`config.mk`:
```
export PLATFORM = sky130hd
export DESIGN_NAME = clash_arbiter
export DESIGN_NICKNAME = d
export VERILOG_FILES = /design/src/rtl/clash_arbiter_pkg.sv /design/src/rtl/clash_port_tracker.sv /design/src/rtl/clash_judge.sv /design/src/rtl/clash_busy_pad.sv /design/src/rtl/clash_arbiter.sv
export SDC_FILE = /design/constraint.sdc
export NUM_CORES = 1
export LEC_CHECK = 0
export ABC_AREA = 1
export CORE_MARGIN = 2
export CORE_UTILIZATION = 45
export CTS_CLUSTER_DIAMETER = 50
export DETAILED_ROUTE_END_ITERATION = 12
export PLACE_DENSITY = 0.76
export SYNTH_ARGS = -nofsm -noshare
export SYNTH_HDL_FRONTEND = slang
export SYNTH_SLANG_ARGS = --single-unit
```
`constraint.sdc`:
```
create_clock -name clk_i -period 1.6 [get_ports clk_i]
set_input_delay 0.32 -clock clk_i [delete_from_list [all_inputs] [get_ports clk_i]]
set_output_delay 0.32 -clock clk_i [all_outputs]
set_load 0.01 [all_outputs]
```
`src/rtl/clash_arbiter_pkg.sv`:
```
package clash_arbiter_pkg;
  typedef enum logic {
    SIDE_L = 1'b0,
    SIDE_R = 1'b1
  } side_e;

  localparam int unsigned NUM_SIDES = 2;
endpackage

```
`src/rtl/clash_port_tracker.sv`:
```
module clash_port_tracker #(
  parameter int unsigned ADDR_W = 18
) (
  input  logic              clk_i,
  input  logic              rst_ni,
  input  logic              cs_ni,
  input  logic [ADDR_W-1:0] addr_i,
  output logic              moved_o
);
  logic              cs_q;
  logic [ADDR_W-1:0] addr_q;

  // reset to deselected so a live select counts as an arrival
  always_ff @(posedge clk_i or negedge rst_ni) begin
    if (!rst_ni) begin
      cs_q   <= 1'b1;
      addr_q <= '0;
    end else begin
      cs_q   <= cs_ni;
      addr_q <= addr_i;
    end
  end

  assign moved_o = (cs_ni != cs_q) || (addr_i != addr_q);
endmodule

```
`src/rtl/clash_judge.sv`:
```
module clash_judge
  import clash_arbiter_pkg::*;
#(
  parameter int unsigned ADDR_W = 18
) (
  input  logic              clk_i,
  input  logic              rst_ni,
  input  logic              l_cs_ni,
  input  logic [ADDR_W-1:0] l_addr_i,
  input  logic              r_cs_ni,
  input  logic [ADDR_W-1:0] r_addr_i,
  input  logic              l_moved_i,
  input  logic              r_moved_i,
  output logic              l_busy_o,
  output logic              r_busy_o
);
  logic  hit;
  logic  hit_q;
  logic  onset;
  side_e loser_now;
  side_e loser_q;
  side_e loser;

  assign hit   = !l_cs_ni && !r_cs_ni && (l_addr_i == r_addr_i);
  assign onset = hit && (!hit_q || l_moved_i || r_moved_i);

  // the port that moved is late; a tie leaves the right port late
  assign loser_now = r_moved_i ? SIDE_R : (l_moved_i ? SIDE_L : SIDE_R);
  assign loser     = onset ? loser_now : loser_q;

  always_ff @(posedge clk_i or negedge rst_ni) begin
    if (!rst_ni) begin
      hit_q   <= 1'b0;
      loser_q <= SIDE_R;
    end else begin
      hit_q   <= hit;
      loser_q <= loser;
    end
  end

  assign l_busy_o = hit && (loser == SIDE_L);
  assign r_busy_o = hit && (loser == SIDE_R);
endmodule

```
`src/rtl/clash_busy_pad.sv`:
```
module clash_busy_pad (
  input  logic slave_mode_i,
  input  logic busy_int_i,
  input  logic busy_ext_ni,
  output logic busy_no,
  output logic busy_oe_o,
  output logic wr_block_o
);
  always_comb begin
    if (slave_mode_i) begin
      busy_no    = 1'b1;
      busy_oe_o  = 1'b0;
      wr_block_o = !busy_ext_ni;
    end else begin
      busy_no    = !busy_int_i;
      busy_oe_o  = 1'b1;
      wr_block_o = busy_int_i;
    end
  end
endmodule

```
`src/rtl/clash_arbiter.sv`:
```
module clash_arbiter
  import clash_arbiter_pkg::*;
#(
  parameter int unsigned ADDR_W = 18
) (
  input  logic              clk_i,
  input  logic              rst_ni,
  input  logic              slave_mode_i,
  input  logic              l_cs_ni,
  input  logic [ADDR_W-1:0] l_addr_i,
  input  logic              r_cs_ni,
  input  logic [ADDR_W-1:0] r_addr_i,
  input  logic              l_busy_ni,
  input  logic              r_busy_ni,
  output logic              l_busy_no,
  output logic              r_busy_no,
  output logic              l_busy_oe_o,
  output logic              r_busy_oe_o,
  output logic              l_wr_block_o,
  output logic              r_wr_block_o
);
  logic [NUM_SIDES-1:0] cs_n;
  logic [ADDR_W-1:0]    addr [NUM_SIDES];
  logic [NUM_SIDES-1:0] moved;
  logic [NUM_SIDES-1:0] busy_int;
  logic [NUM_SIDES-1:0] busy_ext_n;
  logic [NUM_SIDES-1:0] busy_n;
  logic [NUM_SIDES-1:0] busy_oe;
  logic [NUM_SIDES-1:0] wr_block;

  assign cs_n[SIDE_L]       = l_cs_ni;
  assign cs_n[SIDE_R]       = r_cs_ni;
  assign addr[SIDE_L]       = l_addr_i;
  assign addr[SIDE_R]       = r_addr_i;
  assign busy_ext_n[SIDE_L] = l_busy_ni;
  assign busy_ext_n[SIDE_R] = r_busy_ni;

  for (genvar s = 0; s < NUM_SIDES; s++) begin : g_side
    clash_port_tracker #(.ADDR_W(ADDR_W)) u_track (
      .clk_i  (clk_i),
      .rst_ni (rst_ni),
      .cs_ni  (cs_n[s]),
      .addr_i (addr[s]),
      .moved_o(moved[s])
    );

    clash_busy_pad u_pad (
      .slave_mode_i(slave_mode_i),
      .busy_int_i  (busy_int[s]),
      .busy_ext_ni (busy_ext_n[s]),
      .busy_no     (busy_n[s]),
      .busy_oe_o   (busy_oe[s]),
      .wr_block_o  (wr_block[s])
    );
  end

  clash_judge #(.ADDR_W(ADDR_W)) u_judge (
    .clk_i    (clk_i),
    .rst_ni   (rst_ni),
    .l_cs_ni  (l_cs_ni),
    .l_addr_i (l_addr_i),
    .r_cs_ni  (r_cs_ni),
    .r_addr_i (r_addr_i),
    .l_moved_i(moved[SIDE_L]),
    .r_moved_i(moved[SIDE_R]),
    .l_busy_o (busy_int[SIDE_L]),
    .r_busy_o (busy_int[SIDE_R])
  );

  assign l_busy_no    = busy_n[SIDE_L];
  assign r_busy_no    = busy_n[SIDE_R];
  assign l_busy_oe_o  = busy_oe[SIDE_L];
  assign r_busy_oe_o  = busy_oe[SIDE_R];
  assign l_wr_block_o = wr_block[SIDE_L];
  assign r_wr_block_o = wr_block[SIDE_R];
endmodule

```
==> results.sh, run 1 <==
export IMPL_status="finished, violations left"
export IMPL_die_w_um=73.5
export IMPL_path_cells="xnor2_1, nand2_1, nor2_2, nand2_1, nor2_2, nand3_2, nand2_2, nand2_2, nand3_4, nand2_2, buf_6"
export IMPL_synth_edf_count=0
export IMPL_num_fill_cells=419
export IMPL_synth_top_area_share=0.426
export IMPL_skew_ns=0.00532
export IMPL_cts_sinks=40
export IMPL_ys_top_cells_by_area="dfrtp_1 (43%), nand2_1 (19%), inv_1 (9.5%), xnor2_1 (6.9%), dfstp_2 (3.6%)"
export IMPL_num_vias=1938
export IMPL_timing_hold_ws_ns=0.305
export IMPL_grt_pass1_vias=1829
export IMPL_power_density_nw_per_um2=741
export IMPL_p_leak_nw=1.62
export IMPL_syn_num_nets=331
export IMPL_hold_end="g_side[1].u_track.cs_q"
export IMPL_cts_buffers=5
export IMPL_drtPass1Iterations=4
export IMPL_r2r_cells=9
export IMPL_hold_depth=1
export IMPL_cts_root_buffer="clkbuf_8"
export IMPL_clock_latency_ns=0.30
export IMPL_r2r_end="u_judge.loser_q"
export IMPL_drc=0
export IMPL_async_reset_ff_frac=1.00
export IMPL_critPathMostFrequentCell="nand2_2"
export IMPL_max_freq_mhz=469
export IMPL_diodes=0
export IMPL_track_usage=0.196
export IMPL_avgViaCountPerCell=4.65
export IMPL_final_cells=417
export IMPL_final_cell_mix="nand2_1 (105), inv_1 (54), dlygate4sd2_1 (39), dfrtp_1 (37), buf_4 (17)"
export IMPL_ant_nets=0
export IMPL_synthCells=288
export IMPL_slowest_delay_ns=0.53
export IMPL_clockBufferDepth=2
export IMPL_cts_tree="yes"
export IMPL_worstSetupEndpointType="output pin"
export IMPL_core_area_sq_um=4690
export IMPL_stdcell_area_sq_um=3010
export IMPL_netlist_area_sq_um=2170
export IMPL_antenna_found_initial=0
export IMPL_num_io_pins=49
export IMPL_gp_congestion=0.804
export IMPL_final_seq_area_sq_um=1000
export IMPL_drtIter0Drc=94
export IMPL_multi_input_area_sq_um=1050
export IMPL_layout_setup_ws_ns=-0.532
export IMPL_final_nets=405
export IMPL_hold_violations=0
export IMPL_place_inst=404
export IMPL_required_ns=1.28
export IMPL_grt_overflow=0
export IMPL_setup_viol=6
export IMPL_violations="setup timing"
export IMPL_start_util=0.463
export IMPL_wl_mm=4.75
export IMPL_drv_cap=0
export IMPL_yosys_warnings=0
export IMPL_design_die_area_sq_um=5400
export IMPL_reg2reg_from="g_side[1].u_track.cs_q"
export IMPL_startpoint_type="register"
export IMPL_areaGrowthSynthToFinish_pct=38.4
export IMPL_cp_data_arrival_time_ns=1.81
export IMPL_yosysSeqAreaShare=0.462
export IMPL_placed_area_sq_um=2850
export IMPL_cts_max_level=2
export IMPL_rsz0062_at_grt="true"
export IMPL_crit_fanout=2
export IMPL_syn_avg_cell_area_sq_um=7.55
export IMPL_grt_max_degree=23
export IMPL_wl_per_cell_um=11.4
export IMPL_synth_flop_cell="dfrtp_1"
export IMPL_worst_slew_pin_slew_ns=0.458
export IMPL_slew_violations=0
export IMPL_final_util=0.641
export IMPL_synth_seq_cells=40
export IMPL_synth_cell_type_count=23
export IMPL_row_count=25
export IMPL_die_h_um=73.5
export IMPL_io_buffers=48
export IMPL_preCtsSetupSlack_ns=-1.17
export IMPL_clk_pin_slew_ns=0.08
export IMPL_final_common_cell="nand2_1"
export IMPL_drive_gt1_frac=0.193
export IMPL_hp_class="in -> reg"
export IMPL_grt_pass1_wl_mm=8.00
export IMPL_dp_hpwl_mm=3.71
export IMPL_slew_headroom=0.695
export IMPL_critPathSlowestCell="dfstp_2"
export IMPL_ir_drop_mv=0.497
export IMPL_period_share=1.33
export IMPL_timing_worst_setup_path_type="reg -> out"
export IMPL_r2r_slack_ns=0.20
export IMPL_hold_path_startpoint="r_cs_ni"
export IMPL_synth_largest_area_cell="dfrtp_1"
export IMPL_layout_min_cycle_time_ns=2.13
sequential cells by signal, summed over array words and instances (netlist names):
| register | count |
|---|---|
| g_side.u_track.cs_q | 2 |
| g_side.u_track.addr_q | 36 |
| u_judge.loser_q | 1 |
| u_judge.hit_q | 1 |
cell families after synthesis:
family          share of synthesized area
buf+inv                            0.0984
simple gates                        0.339
xor+xnor                           0.0846
compound gates                     0.0155
flops                               0.462
power breakdown:
part	internal (W)	switching, W	total [W]
clock	0.000344	0.000369	0.000714
combinational	0.000206	0.000220	0.000427
sequential	0.00106	0.0000261	0.00109
total	0.00161	0.000616	0.00223
critical path, delay by kind of cell (launching register included):
family	cells	cell delay, ns
flops	1	0.53
buf+inv	1	0.11
xor+xnor	1	0.11
simple gates	9	0.76
layout make-up:
| type | count | share of cell area |
|---|---|---|
| clock buffers | 6 | 0.0275 |
| clock inverters | 2 | 0.00333 |
| inverters | 55 | 0.0686 |
| multi-input cells | 192 | 0.349 |
| flip-flops and latches | 40 | 0.334 |
| well taps | 54 | 0.0225 |
| repair buffers | 68 | 0.196 |
metal layers:
| metal | wire [um] | vias up | global-route usage |
|---|---|---|---|
| met2 | 2270 | 46 | 0.306 |
| met4 | 61 | 0 | 0.0626 |
| met5 | 0 | - | 0 |
| li1 | - | 1006 | - |
| met3 | 240 | 6 | 0.0521 |
| met1 | 2190 | 880 | 0.265 |
cell usage after synthesis (3+ instances only):
| cell type | count |
|---|---|
| nand3_2 | 4 |
| nand2_1 | 110 |
| dfrtp_1 | 37 |
| xor2_1 | 4 |
| dfstp_2 | 3 |
| inv_1 | 55 |
| nand4_1 | 7 |
| xnor2_1 | 17 |
| a21oi_1 | 3 |
| nor3_2 | 3 |
| nand2_2 | 5 |
| nand3_1 | 8 |
| nor2_1 | 19 |
how the worst max path moves through the flow:
stage,startpoint,to,slack [ns],depth (start not counted)
finish,g_side[1].u_track.cs_q,l_wr_block_o,-0.53,11
global route,g_side[0].u_track.addr_q[16],l_wr_block_o,-0.71,11
CTS,g_side[1].u_track.cs_q,l_wr_block_o,-0.56,11
detailed placement,r_addr_i[17],r_wr_block_o,-1.17,9
global placement,l_addr_i[4],r_wr_block_o,-1.12,9
floorplan,g_side[1].u_track.cs_q,l_wr_block_o,-0.06,10
timing repair:
action                                 in CTS  in global routing
endpoints found under the hold margin      15                  0
gates resized for setup                    65                 10
hold buffers                                1                  0
setup buffers                               3                  1
setup endpoints to repair                   7                  7
pin swaps                                  18                 11
through the flow:
stage | setup TNS [ns] | power [W]
floorplan | -0.0826 | 0.00129
global placement | -5.17 | 0.00153
detailed placement | -5.35 | 0.00154
CTS | -2.50 | 0.00222
global route | -3.16 | 0.00234
finish | -2.40 | 0.00223
Note: power is estimated with default switching activity, not from simulation.
==> run 2: changes to the inputs <==
Settings changed: ABC_CLOCK_PERIOD_IN_PS set to 1600, GPL_ROUTABILITY_DRIVEN set to 1, PLACE_DENSITY 0.76 to 0.87.
==> results.sh, run 2 (same netlist as run 1, synthesis figures left out) <==
export IMPL_status="finished, violations left"
export IMPL_violations="setup timing"
export IMPL_drtIter0Drc=100
export IMPL_placed_area_sq_um=2810
export IMPL_final_util=0.643
export IMPL_hold_path_startpoint="r_cs_ni"
export IMPL_row_count=25
export IMPL_grt_max_degree=21
export IMPL_startpoint="g_side[1].u_track.cs_q"
export IMPL_p_leak_nw=1.62
export IMPL_gp_congestion=0.872
export IMPL_grt_overflow=0
export IMPL_drv_cap=0
export IMPL_ant_nets=0
export IMPL_r2r_cells=9
export IMPL_timing_worst_setup_path_type="reg -> out"
export IMPL_layout_setup_ws_ns=-0.636
export IMPL_hp_class="in -> reg"
export IMPL_drtPass1Iterations=4
export IMPL_final_common_cell="nand2_1"
export IMPL_clockBufferDepth=2
export IMPL_antenna_found_initial=0
export IMPL_largest_reg_flops=36
export IMPL_clk_pin_slew_ns=0.07
export IMPL_cts_tree="yes"
export IMPL_power_density_nw_per_um2=875
export IMPL_num_vias=1950
export IMPL_slew_violations=0
export IMPL_seqPwrFrac=0.412
export IMPL_internal_power_w=0.00203
export IMPL_final_nets=400
export IMPL_cp_data_arrival_time_ns=1.92
export IMPL_max_freq_mhz=447
export IMPL_wl_mm=5.17
export IMPL_reg_top3="g_side.u_track.addr_q: 36 flops, g_side.u_track.cs_q: 2 flops"
export IMPL_final_cell_mix="nand2_1 (108), inv_1 (55), dlygate4sd2_1 (40), dfrtp_1 (37), nor2_1 (15)"
export IMPL_die_h_um=73.5
export IMPL_hold_violations=0
export IMPL_swShare=0.231
export IMPL_hold_depth=1
export IMPL_clockPowerShare=0.432
export IMPL_cts_max_level=2
export IMPL_die_w_um=73.5
export IMPL_cts_root_buffer="clkbuf_8"
export IMPL_top_register="g_side.u_track.addr_q"
export IMPL_dp_hpwl_mm=3.89
export IMPL_clock_latency_ns=0.30
export IMPL_core_area_sq_um=4690
export IMPL_io_buffers=48
export IMPL_fin_setup_tns_ns=-2.40
export IMPL_drc=0
export IMPL_timing_hold_ws_ns=0.306
export IMPL_final_cells=412
export IMPL_place_inst=400
export IMPL_cts_sinks=40
export IMPL_grt_pass1_wl_mm=8.48
export IMPL_wl_per_cell_um=12.5
export IMPL_diodes=0
export IMPL_setup_viol=4
export IMPL_pwr_share_comb=0.155
export IMPL_design_die_area_sq_um=5400
export IMPL_ir_drop_mv=0.553
export IMPL_crit_fanout=3
export IMPL_rsz0062_at_grt="true"
export IMPL_slew_headroom=0.693
export IMPL_stdcell_area_sq_um=3020
export IMPL_p_switching_w=0.000610
export IMPL_avgViaCountPerCell=4.73
export IMPL_startpoint_type="register"
export IMPL_drive_gt1_frac=0.168
export IMPL_worst_slew_pin_slew_ns=0.460
export IMPL_grt_pass1_vias=1928
export IMPL_num_io_pins=49
export IMPL_required_ns=1.28
export IMPL_layout_min_cycle_time_ns=2.24
export IMPL_worstSetupEndpointType="output pin"
export IMPL_cts_buffers=5
export IMPL_reg2reg_from="g_side[1].u_track.cs_q"
export IMPL_period_share=1.40
export IMPL_track_usage=0.210
export IMPL_skew_ns=0.00506
export IMPL_start_util=0.463
export IMPL_areaGrowthSynthToFinish_pct=38.7
-- run 2: changes by cell type in the layout (fill, tap and decap cells not counted), moves of 2 or more --
cell / previous run / this run
buf_4: 17 / 14
bufinv_16: 0 / 3
nand2_1: 105 / 108
nand2_2: 10 / 7
clkdlybuf4s50_1: 4 / 2
clkinv_2: 2 / 0
xnor2_1: 10 / 12
xnor2_2: 7 / 5
-- run 2: what timing repair did --
item                                   in CTS  in global routing
setup endpoints to repair                   7                  5
endpoints found under the hold margin      15                  0
pin swaps                                  18                  8
hold buffers                                1                  0
gates resized for setup                    63                 10
buffers inserted                            3                  0
-- run 2: path summary, 6_finish.rpt --
check,slack [ns],endpoint
setup reg to reg,0.11,u_judge.loser_q
hold / removal,0.31,g_side[1].u_track.cs_q
max in group asynchronous,0.52,g_side[1].u_track.addr_q[15]
setup / recovery,-0.64,r_wr_block_o
min in group asynchronous,0.50,g_side[1].u_track.addr_q[6]
hold reg to reg,0.52,u_judge.loser_q
-- run 2: critical path, cell delays in order (launching register included) --
cell and delay (ns):
dfstp_2 0.53, xnor2_1 0.11, nand2_1 0.08, nor2_2 0.14, nand2_2 0.09, nor2_4 0.12, nand3_2 0.12, nand2_2 0.10
nand2_2 0.05, nand3_2 0.09, nand2_2 0.06, buf_6 0.12
-- run 2: area by class of cell --
cell class | instances | area [sq um]
clock buffers | 5 | 68.8
clock inverters | 3 | 90.1
fillers | 384 | 1680
inverters | 55 | 206
multi-input cells | 192 | 1040
flip-flops and latches | 40 | 1000
well taps | 54 | 67.6
repair buffers | 63 | 542
-- run 2: power by group through the flow --
stage / Clock (W) / Sequential, W / Combinational [W]
after floorplan: 0 / 0.00110 / 0.000192
after global placement: 0 / 0.00110 / 0.000415
after detailed placement: 0 / 0.00111 / 0.000425
after CTS: 0.00115 / 0.00109 / 0.000403
final: 0.00114 / 0.00109 / 0.000410
after global routing: 0.00120 / 0.00109 / 0.000459
-- run 2: layer usage --
metal,global-route usage,share of wire,routed length (um)
met1,0.259,0.42,2190
met2,0.359,0.51,2650
met3,0.0480,0.050,257
met4,0.0707,0.013,65
met5,0,0,0
-- run 2: metrics by stage --
| stage | worst slack [ns] | power, W |
|---|---|---|
| after floorplan | -0.0556 | 0.00129 |
| after global placement | -1.10 | 0.00152 |
| after detailed placement | -1.17 | 0.00153 |
| after CTS | -0.636 | 0.00264 |
| after global routing | -0.725 | 0.00276 |
| final | -0.636 | 0.00264 |
==> run 3: changes to the inputs <==
Settings changed: CTS_BUF_LIST set to sky130_fd_sc_hd__clkbuf_8 sky130_fd_sc_hd__clkbuf_16.
==> results of run 3 <==
Same layout as run 2: the final DEF is identical, and so are final timing and power.
